[src/rtl/prio_irq_pkg.sv]
package prio_irq_pkg;
  typedef enum logic [1:0] {
    SEQ_IDLE = 2'd0,
    SEQ_VEC  = 2'd1,
    SEQ_CAS  = 2'd2,
    SEQ_MODE = 2'd3
  } seq_state_t;

  localparam logic [7:0] CMD_EOI_NS = 8'h20;
endpackage

[src/rtl/pic_edge_detect.sv]
module pic_edge_detect #(
  parameter int N = 8
) (
  input  logic         clk,
  input  logic         rst,
  input  logic [N-1:0] din,
  output logic [N-1:0] rise
);
  logic [N-1:0] prev_q;

  always_ff @(posedge clk) begin
    if (rst) prev_q <= '1;
    else     prev_q <= din;
  end

  assign rise = din & ~prev_q;
endmodule

[src/rtl/pic_first_set.sv]
module pic_first_set #(
  parameter int N  = 8,
  parameter int LW = 3
) (
  input  logic [N-1:0]  vec,
  output logic          found,
  output logic [LW-1:0] idx
);
  always_comb begin
    found = 1'b0;
    idx   = '0;
    for (int i = N - 1; i >= 0; i--) begin
      if (vec[i]) begin
        found = 1'b1;
        idx   = LW'(i);
      end
    end
  end
endmodule

[src/rtl/prio_irq_ctrl.sv]
module prio_irq_ctrl #(
  parameter int NLINES = 8,
  parameter int DW     = 8
) (
  input  logic              clk,
  input  logic              rst,
  input  logic              cs,
  input  logic              wr,
  input  logic              rd,
  input  logic              a0,
  input  logic [DW-1:0]     wdata,
  output logic [DW-1:0]     rdata,
  input  logic [NLINES-1:0] irq_in,
  output logic              int_out,
  output logic [DW-1:0]     cascade_cfg
);
  import prio_irq_pkg::*;

  localparam int LW  = $clog2(NLINES);
  localparam int PAD = DW - 1 - LW;

  seq_state_t        seq_q;
  logic [NLINES-1:0] irr_q, isr_q, imr_q;
  logic              sel_isr_q, poll_q;

  logic [NLINES-1:0] rise, pend, ack_vec, eoi_vec, irr_d, isr_d;
  logic              p_found, s_found;
  logic [LW-1:0]     p_idx, s_idx;
  logic              wr_cmd, wr_dat, rd_cmd, rd_dat;
  logic              start, ocw_sel, eoi, poll_rd, int_nxt;
  logic [DW-1:0]     poll_byte;

  pic_edge_detect #(.N(NLINES)) u_edge (
    .clk(clk), .rst(rst), .din(irq_in), .rise(rise)
  );

  assign pend = irr_q & ~imr_q;

  pic_first_set #(.N(NLINES), .LW(LW)) u_pend_pri (
    .vec(pend), .found(p_found), .idx(p_idx)
  );
  pic_first_set #(.N(NLINES), .LW(LW)) u_isr_pri (
    .vec(isr_q), .found(s_found), .idx(s_idx)
  );

  always_comb begin
    wr_cmd  = cs && wr && !a0;
    wr_dat  = cs && wr && a0;
    rd_cmd  = cs && rd && !a0;
    rd_dat  = cs && rd && a0;
    start   = wr_cmd && wdata[4];
    ocw_sel = wr_cmd && (wdata[4:3] == 2'b01);
    eoi     = wr_cmd && (wdata == CMD_EOI_NS);
    poll_rd = rd_cmd && poll_q;
    ack_vec = '0;
    eoi_vec = '0;
    if (poll_rd && p_found) ack_vec[p_idx] = 1'b1;
    if (eoi && s_found)     eoi_vec[s_idx] = 1'b1;
    irr_d = start ? '0 : ((irr_q & ~ack_vec) | rise);
    isr_d = start ? '0 : ((isr_q | ack_vec) & ~eoi_vec);
    poll_byte = p_found ? {1'b1, PAD'(0), p_idx} : {1'b0, PAD'(0), {LW{1'b1}}};
    int_nxt = (seq_q == SEQ_IDLE) && p_found && (!s_found || (p_idx < s_idx));
  end

  always_ff @(posedge clk) begin
    if (rst) begin
      seq_q       <= SEQ_IDLE;
      irr_q       <= '0;
      isr_q       <= '0;
      imr_q       <= '1;
      sel_isr_q   <= 1'b0;
      poll_q      <= 1'b0;
      cascade_cfg <= '0;
      rdata       <= '0;
      int_out     <= 1'b0;
    end else begin
      int_out <= int_nxt;
      irr_q   <= irr_d;
      isr_q   <= isr_d;

      if (start) begin
        seq_q     <= SEQ_VEC;
        imr_q     <= '1;
        sel_isr_q <= 1'b0;
        poll_q    <= 1'b0;
      end else if (ocw_sel) begin
        poll_q <= wdata[2];
        if (wdata[1]) sel_isr_q <= wdata[0];
      end else if (poll_rd) begin
        poll_q <= 1'b0;
      end

      if (wr_dat) begin
        case (seq_q)
          SEQ_VEC:  seq_q <= SEQ_CAS;
          SEQ_CAS: begin
            seq_q       <= SEQ_MODE;
            cascade_cfg <= wdata;
          end
          SEQ_MODE: seq_q <= SEQ_IDLE;
          default:  imr_q <= wdata[NLINES-1:0];
        endcase
      end

      if (rd_dat)       rdata <= imr_q;
      else if (poll_rd) rdata <= poll_byte;
      else if (rd_cmd)  rdata <= sel_isr_q ? isr_q : irr_q;
    end
  end
endmodule

[config.mk]
export PLATFORM = sky130hd
export DESIGN_NAME = prio_irq_ctrl
export DESIGN_NICKNAME = d
export VERILOG_FILES = /design/src/rtl/prio_irq_pkg.sv /design/src/rtl/pic_edge_detect.sv /design/src/rtl/pic_first_set.sv /design/src/rtl/prio_irq_ctrl.sv
export SDC_FILE = /design/constraint.sdc
export NUM_CORES = 1
export LEC_CHECK = 0
export ABC_AREA = 1
export BUFFER_PORTS_ARGS = -buffer_cell sky130_fd_sc_hd__buf_4
export CORE_UTILIZATION = 50
export DETAILED_ROUTE_END_ITERATION = 12
export PLACE_DENSITY = 0.79
export SYNTH_ARGS = -nofsm -noshare
export SYNTH_HDL_FRONTEND = slang
export SYNTH_SLANG_ARGS = --single-unit
[constraint.sdc]
create_clock -name clk -period 2 [get_ports clk]
set_clock_uncertainty 0.15 [all_clocks]
set_input_delay 0.4 -clock clk [delete_from_list [all_inputs] [get_ports clk]]
set_output_delay 0.4 -clock clk [all_outputs]
set_load 0.01 [all_outputs]
==> impl_metrics.csv, run 1 <==
group,metric,value,unit
run_status,outcome,"finished, final reports clean",
worst_setup_path,end_kind,"register",
drt,routed_via_density,5.09,
timing,worstMarginPinSlew,390,ps
timing,fmax,548,MHz
synthesis,avgSynthCellArea,7.27,µm²
min_path,holdPathStages,3,
timing,slew_violations,0,
worst_setup_path,setup.worst_path.start_class,"register",
cts,cts_inserted_buffers,5,
synthesis,synth_cell_types,36,
drt,drcViolationCount,0,
final_layout,drive_gt1_share,23.5,%
power_and_ir_drop,vdd_drop_max,0.565,mV
timing,tns,0,ps
power_and_ir_drop,p_leak,1.41,nW
die,rows,25,
final_layout,layout_common_cells,"107 x nand2_1, 53 x dfxtp_1, 44 x buf_4, 39 x inv_1, 25 x a21oi_1",
synthesis,synthesis.area,2570,µm²
final_layout,syn_to_final_growth,18.4,%
timing,fin_crit,1820,ps
final_layout,seqCellArea,1060,µm²
synthesis,synth_area_leaders,"dfxtp_1 41%, nand2_1 16%, inv_1 5.7%, a21oi_1 4.9%, nor2_1 2.9%",
synthesis,synth_compound_area_share,15.8,%
worst_setup_path,r2r_cells,12,
worst_setup_path,worstSetupPathType,"reg -> reg",
power_and_ir_drop,power.density,628,nW/µm²
final_layout,multi_input_area,1300,µm²
synthesis,ys.flop_type,"dfxtp_1",
grt,grt_pass1_wl,10500,µm
synthesis,ys_warn_count,0,
synthesis,synthMuxAreaShare,0,%
synthesis,synth_adder_area_share,2.43,%
cts,cts_resized,0,
synthesis,ys_seq_area_share,41.2,%
synthesis,synth_seq_cells,53,
final_layout,num_antenna_cells,0,
final_layout,final_common_cell,"nand2_1",
worst_setup_path,reg2reg_slack,180,ps
placement,port_buffers,38,
worst_setup_path,cpMostUsedCell,"nand2_1",
drt,drt-wirelength-per-cell,13.3,µm
cts,insertion_delay,310,ps
cts,clock-sinks,53,
worst_setup_path,cp_max_fo,3,
synthesis,synth_edf_count,0,
cts,clk_pin_slew_worst_paths,100,ps
die,coreArea,4850,µm²
cts,clockRootBuffer,"clkbuf_8",
timing,fin_ws,176,ps
worst_setup_path,slowest_delay,380,ps
worst_setup_path,r2r-end,"int_out$_SDFF_PP0_",
worst_setup_path,crit_chain,"inv_1, nand2_1, nand2_1, inv_2, nand2_1, a21oi_2, ha_1, nand2_1, inv_1, nand2_1, nand2_1, a21oi_1",
die,die_h,73.7,µm
final_layout,fin_nets,426,
drt,drt_iter0_markers,152,
final_layout,fillers,453,
drt,finalWirelength,6190,µm
worst_setup_path,worst-path-buf-inv,3,
synthesis,syn_nets,381,
die,die_x,73.7,µm
grt,grt_max_degree,20,
grt,antenna_found_initial,0,
power_and_ir_drop,power,1.91,mW
grt,grt_util_all_layers,26.1,%
flow_run,maxCapViolations,0,
worst_setup_path,critical_path.slowest_cell,"dfxtp_1",
worst_setup_path,arrival,1910,ps
timing,maxSlewHeadroom,73.8,%
timing,setup_viol,0,
worst_setup_path,crit_required,2090,ps
worst_setup_path,rr_startpoint,"imr_q[5]$_SDFF_PP1_",
min_path,hold_path_class,"in -> reg",
synthesis,synth_xor_area_share,0,%
min_path,holdPathEnd,"u_edge.prev_q[4]$_SDFF_PP1_",
timing,fin_crit_sh,91.2,%
synthesis,synthArstFlopShare,0,%
worst_setup_path,crit_family,"simple AND/OR/NAND/NOR gates",
die,die-area,5440,µm²
placement,preCtsSetupSlack,173,ps
final_layout,design_area,3050,µm²
die,io_pins,39,
die,start_util,53.1,%
drt,postRouteAntennaNets,0,
synthesis,synth_top_area_cell,"dfxtp_1",
timing,rsz0062_at_grt,"false",
placement,hpwl,4950,µm
grt,grt_pass1_vias,2259,
drt,drt-pass1-iter-count,4,
cts,clk_path_buf_depth,2,
cts,cts_tree,"yes",
synthesis,synth_top_family_by_area,"simple AND/OR/NAND/NOR gates",
cts,post-cts-setup-buffer-count,0,
min_path,hold_path.startpoint,"irq_in[4]",
synthesis,synth_top_area_share,41.2,%
drt,via_count,2375,
grt,gr-total-overflow,0,
placement,gp_congestion,0.941,
synthesis,syn_inst,354,
synthesis,yosys.area_share.simple,32.2,%
cts,hold_buffers,0,
timing,hold_viol,0,
placement,place_area,2960,µm²
cts,h-tree-depth,2,
## metrics by stage
step,utilization (%),cells,hold slack [ps]
2_1_floorplan,-,354,291
3_3_place_gp,61.0,459,302
3_5_place_dp,61.0,459,304
4_1_cts,62.8,467,116
5_1_grt,62.8,467,120
6_report,62.8,467,118
## logic make-up after synthesis
logic type,Yosys count
DFF,53
and+or+nand+nor,172
adders and majority gates,5
buffers and inverters,55
AOI/OAI and AO/OA,69
## area by class of cell
cell class	instances	share of cell area, %
repair buffers	44	10.8
well taps	67	2.75
clock inverters	2	0.493
multi-input cells	246	42.6
flip-flops and latches	53	34.8
inverters	49	6.12
clock buffers	6	2.38
## state kept, by name, summed over array words and instances (netlist names)
signal         cells
cascade_cfg        8
imr_q              8
int_out            1
irr_q              8
isr_q              8
poll_q             1
rdata              8
sel_isr_q          1
seq_q              2
u_edge.prev_q      8
## worst max-delay path by stage
stage	start	to	slack, ps	cells after the start
detailed placement	a0	sel_isr_q$_SDFFE_PP0P_	170	7
global placement	a0	sel_isr_q$_SDFFE_PP0P_	170	7
finish	imr_q[5]$_SDFF_PP1_	int_out$_SDFF_PP0_	180	12
global route	imr_q[4]$_SDFF_PP1_	int_out$_SDFF_PP0_	50	12
floorplan	irr_q[3]$_SDFF_PP0_	int_out$_SDFF_PP0_	430	11
CTS	imr_q[4]$_SDFF_PP1_	int_out$_SDFF_PP0_	180	12
## report_power, final
group	internal [mW]	switching [mW]	leakage [nW]	total (mW)
clock network	0.247	0.350	0.0374	0.597
registers	1.09	0.0202	0.432	1.11
logic	0.0909	0.116	0.944	0.207
## worst reg2reg max path, delay by kind of cell, from the launching register on
family                   cells  cell delay (ps)
adder cells (fa/ha/maj)      1              260
AND/OR/NAND/NOR              6              440
buffers and inverters        3              160
AO/OA/AOI/OAI                2              350
flip-flops                   1              380
## cells in the mapped netlist, types with 4 or more instances
| cell | count |
|---|---|
| a21oi_1 | 25 |
| a22oi_1 | 4 |
| a31oi_1 | 8 |
| clkbuf_1 | 4 |
| dfxtp_1 | 53 |
| ha_1 | 5 |
| inv_1 | 39 |
| inv_2 | 7 |
| nand2_1 | 107 |
| nand3_1 | 5 |
| nand4_1 | 6 |
| nor2_1 | 20 |
| nor2_2 | 5 |
| o21ai_0 | 13 |
| o21ai_1 | 5 |
| o22ai_1 | 7 |
| or2_2 | 8 |
## metal layers
layer	global-route usage (%)	up-vias	wire, µm
met2	40.6	82	2720
met5	0	-	0
met3	5.49	12	458
li1	-	1230	-
met1	35.6	1051	2900
met4	9.62	0	111
(Power assumes the default switching activity.)
==> run 2, diff against run 1 <==
Settings changed: CTS_BUF_LIST set to sky130_fd_sc_hd__clkbuf_2 sky130_fd_sc_hd__clkbuf_4 sky130_fd_sc_hd__clkbuf_8, MAX_ROUTING_LAYER set to met4, PLACE_DENSITY 0.79 to 0.72.
==> run 2 against run 1 <==
Compared with the run above: routed wire length increased by 0.31%; critical path depth shrank 2; critical endpoint unchanged; clock power is 3.7% higher; die area is the same; combinational power about the same; sequential cell count did not move; largest power group unchanged; global-route usage is 0.23 points higher; count of clock-buffer cells in the layout is the same; core utilization rose by 0.34 points.
==> impl_metrics.csv, run 2 (synthesis results as in run 1) <==
group,metric,value,unit
final_layout,layout_common_cells,"107 x nand2_1, 53 x dfxtp_1, 45 x buf_4, 39 x inv_1, 25 x a21oi_1",
power_and_ir_drop,vdd_drop_max,0.535,mV
power_and_ir_drop,power.density,632,nW/µm²
worst_setup_path,startpoint,"irr_q[7]$_SDFF_PP0_",
power_and_ir_drop,p_leak,1.43,nW
min_path,hold_path_class,"in -> reg",
grt,grt_pass1_vias,2152,
grt,gr-total-overflow,0,
placement,port_buffers,38,
timing,fin_crit_sh,91.7,%
grt,grt_max_degree,20,
cts,insertion_delay,300,ps
final_layout,drive_gt1_share,23.9,%
final_layout,final_common_cell,"nand2_1",
worst_setup_path,setup.worst_path.start_class,"register",
die,io_pins,39,
final_layout,post_layout_nonfiller_instances,468,
drt,routed_via_density,5.10,
worst_setup_path,cp_max_fo,3,
worst_setup_path,arrival,1910,ps
final_layout,num_antenna_cells,0,
die,coreArea,4850,µm²
cts,cts_inserted_buffers,5,
final_layout,syn_to_final_growth,19.1,%
worst_setup_path,rr_startpoint,"irr_q[7]$_SDFF_PP0_",
placement,preCtsSetupSlack,138,ps
timing,fin_crit,1830,ps
timing,tns,0,ps
die,die-area,5440,µm²
final_layout,fin_nets,427,
drt,drt-pass1-iter-count,5,
grt,antenna_found_initial,0,
cts,clk_pin_slew_worst_paths,90,ps
flow_run,maxCapViolations,0,
timing,fin_ws,167,ps
die,rows,25,
drt,via_count,2387,
drt,finalWirelength,6210,µm
run_status,outcome,"finished, final reports clean",
timing,setup_viol,0,
grt,grt_pass1_wl,10400,µm
worst_setup_path,end_kind,"register",
timing,maxSlewHeadroom,75.1,%
drt,drcViolationCount,0,
drt,postRouteAntennaNets,0,
cts,h-tree-depth,2,
die,die_x,73.7,µm
drt,drt_iter0_markers,177,
drt,drt-wirelength-per-cell,13.3,µm
cts,clk_path_buf_depth,2,
cts,cts_resized,0,
placement,hpwl,4980,µm
min_path,hold_path.startpoint,"irq_in[5]",
cts,clock-sinks,53,
cts,hold_buffers,0,
cts,post-cts-setup-buffer-count,0,
timing,rsz0062_at_grt,"false",
timing,worstMarginPinSlew,370,ps
worst_setup_path,crit_required,2080,ps
placement,gp_congestion,0.965,
die,die_h,73.7,µm
die,start_util,53.1,%
timing,hold_viol,0,
timing,fmax,546,MHz
grt,grt_util_all_layers,26.3,%
placement,dp_cells,460,
cts,clockRootBuffer,"clkbuf_8",
timing,slew_violations,0,
cts,cts_tree,"yes",
worst_setup_path,worstSetupPathType,"reg -> reg",
[run 2: critical path: stages (launching register included)]
cell	delay, ps
dfxtp_1	370
inv_1	80
o21ai_1	190
nand2_1	160
a21oi_2	210
ha_1	250
nand2_1	60
inv_1	30
nand2_1	50
nand2_1	50
a21oi_1	140
[run 2: metrics by stage]
stage	power (mW)	util, %	hold WS (ps)	cell area (µm²)
after global routing	2.03	63.2	117	3060
after CTS	1.95	63.2	118	3060
after global placement	1.34	61.2	313	2970
final	1.94	63.2	123	3060
after detailed placement	1.34	61.2	318	2970
after floorplan	1.24	-	291	2570
[run 2: area by class of cell]
cell class	count	area, µm²
Clock buffer	6	82.6
Clock inverter	2	13.8
Fill cell	461	1790
Inverter	49	186
Multi-Input combinational cell	246	1300
Sequential cell	53	1060
Tap cell	67	83.8
Timing Repair Buffer	45	338
[run 2: report_power, final]
group / switching, mW / total [mW] / internal (mW)
Clock: 0.338 / 0.619 / 0.281
Combinational: 0.116 / 0.207 / 0.0916
Sequential: 0.0212 / 1.11 / 1.09
Total: 0.475 / 1.94 / 1.46
[run 2: path summary, 6_finish.rpt]
kind / endpoint / slack, ps / cells after the start
hold reg to reg: irr_q[3]$_SDFF_PP0_ / 330 / 2
setup / recovery: int_out$_SDFF_PP0_ / 170 / 10
hold / removal: u_edge.prev_q[5]$_SDFF_PP1_ / 120 / 3
setup reg to reg: int_out$_SDFF_PP0_ / 170 / 10
[run 2: per-layer routing]
metal	vias up	global-route usage (%)	part of all wire (%)
li1	1228	-	-
met1	1064	36.6	48
met2	79	36.5	43
met3	16	5.49	5.4
met4	0	11.8	2.8
met5	-	-	0
==> run 3, diff against run 2 <==
Settings changed: ABC_AREA 1 to not set.
==> run 3 against run 2 <==
Compared with the run above: critical endpoint unchanged; total power rose by 1.5%; die area rose by 5.7%; sequential power hardly changed; non-clock buffer count up 16; sequential share of layout area fell by 2.6 points; via count unchanged; combinational power increased by 9.7%; global-route usage shrank 0.089 points; fmax down 5.5%.
==> impl_metrics.csv, run 3 <==
group,metric,value,unit
timing,maxSlewHeadroom,64.7,%
worst_setup_path,reg2reg_slack,60,ps
timing,fin_crit_sh,97.0,%
die,die_h,75.8,µm
drt,drt-wirelength-per-cell,15.9,µm
final_layout,fin_nets,384,
placement,preCtsSetupSlack,41.1,ps
grt,grt_pass1_vias,2224,
cts,hold_buffers,0,
synthesis,yosysMostFrequentCell,"dfxtp_1",
power_and_ir_drop,power.density,587,nW/µm²
synthesis,synth_cell_types,65,
cts,cts_inserted_buffers,5,
final_layout,fillers,438,
min_path,hold_path.startpoint,"irq_in[5]",
worst_setup_path,crit_family,"compound AO/OA/AOI/OAI gates",
timing,rsz0062_at_grt,"true",
final_layout,drive_gt1_share,34.1,%
drt,drt_iter0_markers,105,
synthesis,synth_top_area_cell,"dfxtp_1",
worst_setup_path,worst-path-buf-inv,0,
final_layout,seqCellArea,1070,µm²
drt,drt-pass1-iter-count,4,
worst_setup_path,arrival,2020,ps
placement,port_buffers,38,
synthesis,synth_edf_count,0,
drt,finalWirelength,6810,µm
min_path,holdPathStages,2,
grt,met3_usage,4.50,%
final_layout,design_area,3350,µm²
worst_setup_path,crit_required,2080,ps
grt,busiest_layer,"met2",
synthesis,ys.flop_type,"dfxtp_1",
flow_run,maxCapViolations,0,
die,rows,26,
power_and_ir_drop,p_leak,1.42,nW
min_path,holdPathEnd,"u_edge.prev_q[5]$_SDFF_PP1_",
cts,clk_pin_slew_worst_paths,100,ps
cts,clockRootBuffer,"clkbuf_8",
drt,drcViolationCount,0,
timing,fmax,515,MHz
grt,antenna_found_initial,0,
synthesis,avgSynthCellArea,8.99,µm²
placement,hpwl,5050,µm
timing,slew_violations,0,
run_status,outcome,"finished, final reports clean",
timing,whs,120,ps
timing,fin_crit,1940,ps
placement,place_area,3180,µm²
final_layout,multi_input_area,1600,µm²
grt,gr-usage-met1,33.2,%
timing,fin_ws,60.1,ps
synthesis,ys_warn_count,0,
synthesis,syn_inst,303,
synthesis,ys_seq_area_share,39.0,%
synthesis,synth_top_area_share,39.0,%
timing,setup_viol,0,
final_layout,final_util,64.7,%
die,die-area,5750,µm²
grt,grt_max_degree,38,
placement,gp_congestion,0.882,
timing,hold_viol,0,
timing,worstMarginPinSlew,528,ps
grt,gr-total-overflow,0,
die,coreArea,5170,µm²
worst_setup_path,cp_max_fo,4,
synthesis,syn_nets,330,
drt,postRouteAntennaNets,0,
worst_setup_path,worstSetupPathType,"reg -> reg",
power_and_ir_drop,vdd_drop_max,0.453,mV
worst_setup_path,critical_path.slowest_cell,"dfxtp_2",
grt,globalRouteMet2Util,42.7,%
die,start_util,52.7,%
worst_setup_path,r2r-end,"int_out$_SDFF_PP0_",
worst_setup_path,r2r_cells,8,
cts,h-tree-depth,2,
cts,clock-sinks,53,
worst_setup_path,slowest_delay,350,ps
final_layout,layout_common_cells,"60 x buf_4, 47 x dfxtp_1, 34 x nand2_1, 24 x nor2_1, 21 x a21oi_1",
final_layout,syn_to_final_growth,22.8,%
cts,insertion_delay,310,ps
synthesis,synth_area_leaders,"dfxtp_1 39%, nand2_1 4.7%, a21oi_1 4.0%, nor2_1 3.4%, nor3_1 2.9%",
final_layout,final_common_cell,"buf_4",
drt,via_count,2387,
worst_setup_path,end_kind,"register",
min_path,hold_path_class,"in -> reg",
die,die_x,75.8,µm
synthesis,synth_seq_cells,53,
power_and_ir_drop,power,1.96,mW
drt,routed_via_density,5.58,
synthesis,synthTopCellsByCount,"53 x dfxtp_1, 34 x nand2_1, 25 x nor2_1",
synthesis,synthArstFlopShare,0,%
grt,grt_util_all_layers,26.3,%
cts,cts_tree,"yes",
synthesis,synthesis.area,2720,µm²
grt,grt_pass1_wl,10800,µm
worst_setup_path,crit_chain,"nor2b_1, o211ai_1, a21oi_2, ha_1, o21a_1, o21ai_1, a31oi_1, nor4b_2",
worst_setup_path,rr_startpoint,"irr_q[6]$_SDFF_PP0_",
worst_setup_path,setup.worst_path.start_class,"register",
cts,clk_path_buf_depth,2,
final_layout,num_antenna_cells,0,
die,io_pins,39,
-- run 3: cell count changes after synthesis, sizes merged, moves of 8 or more --
| cell | delta |
|---|---|
| o21bai | +8 |
| nand2 | -78 |
| nor3 | +18 |
| and3 | +8 |
| inv | -40 |
| nand2b | +11 |
| buf | +8 |
-- run 3: layout make-up --
cell class	instances	share of cell area [%]
flip-flops and latches	53	32.0
multi-input cells	229	47.8
repair buffers	61	14.1
well taps	70	2.62
inverters	7	0.785
clock buffers	6	2.28
clock inverters	2	0.411
-- run 3: worst max-delay path by stage --
| stage | cells past startpoint | slack, ps | startpoint | endpoint |
|---|---|---|---|---|
| 6_report | 8 | 60 | irr_q[6]$_SDFF_PP0_ | int_out$_SDFF_PP0_ |
| 5_1_grt | 8 | -40 | isr_q[7]$_SDFF_PP0_ | int_out$_SDFF_PP0_ |
| 4_1_cts | 8 | 10 | imr_q[7]$_SDFF_PP1_ | int_out$_SDFF_PP0_ |
| 3_5_place_dp | 8 | 40 | irr_q[7]$_SDFF_PP0_ | int_out$_SDFF_PP0_ |
| 3_3_place_gp | 8 | 60 | irr_q[0]$_SDFF_PP0_ | int_out$_SDFF_PP0_ |
| 2_1_floorplan | 8 | 20 | irr_q[0]$_SDFF_PP0_ | int_out$_SDFF_PP0_ |
-- run 3: logic make-up (layout without fill, tap and decap cells) --
kind of cell | count (synthesis) | count (layout) | share of synthesized area [%]
compound gates | 73 | 73 | 20.5
flops | 53 | 53 | 39.0
mux | 9 | 9 | 3.58
simple gates | 142 | 142 | 31.0
fa+ha+maj | 5 | 5 | 2.30
buf+inv | 21 | 76 | 3.72
-- run 3: what timing repair did --
action                                  CTS  global route
gates resized for setup                   1            16
pin swaps                                 0             8
endpoints found under the setup margin    1             1
setup buffers                             0             3
-- run 3: per-layer routing --
layer | up-vias | wire length [µm]
met5 | - | 0
met4 | 0 | 82
met3 | 7 | 322
met2 | 61 | 3320
met1 | 1124 | 3080
li1 | 1195 | -
-- run 3: through the flow --
stage	setup TNS [ps]	instances
after global routing	-58.1	428
final	0	428
after detailed placement	0	417
after global placement	0	417
after floorplan	0	303
after CTS	0	425
-- run 3: power breakdown --
| group | internal [mW] | switching [mW] | total [mW] | leakage, nW |
|---|---|---|---|---|
| Combinational | 0.113 | 0.114 | 0.227 | 0.935 |
| Sequential | 1.09 | 0.0212 | 1.11 | 0.435 |
| Clock | 0.264 | 0.364 | 0.628 | 0.0490 |
| Total | 1.47 | 0.499 | 1.96 | 1.42 |
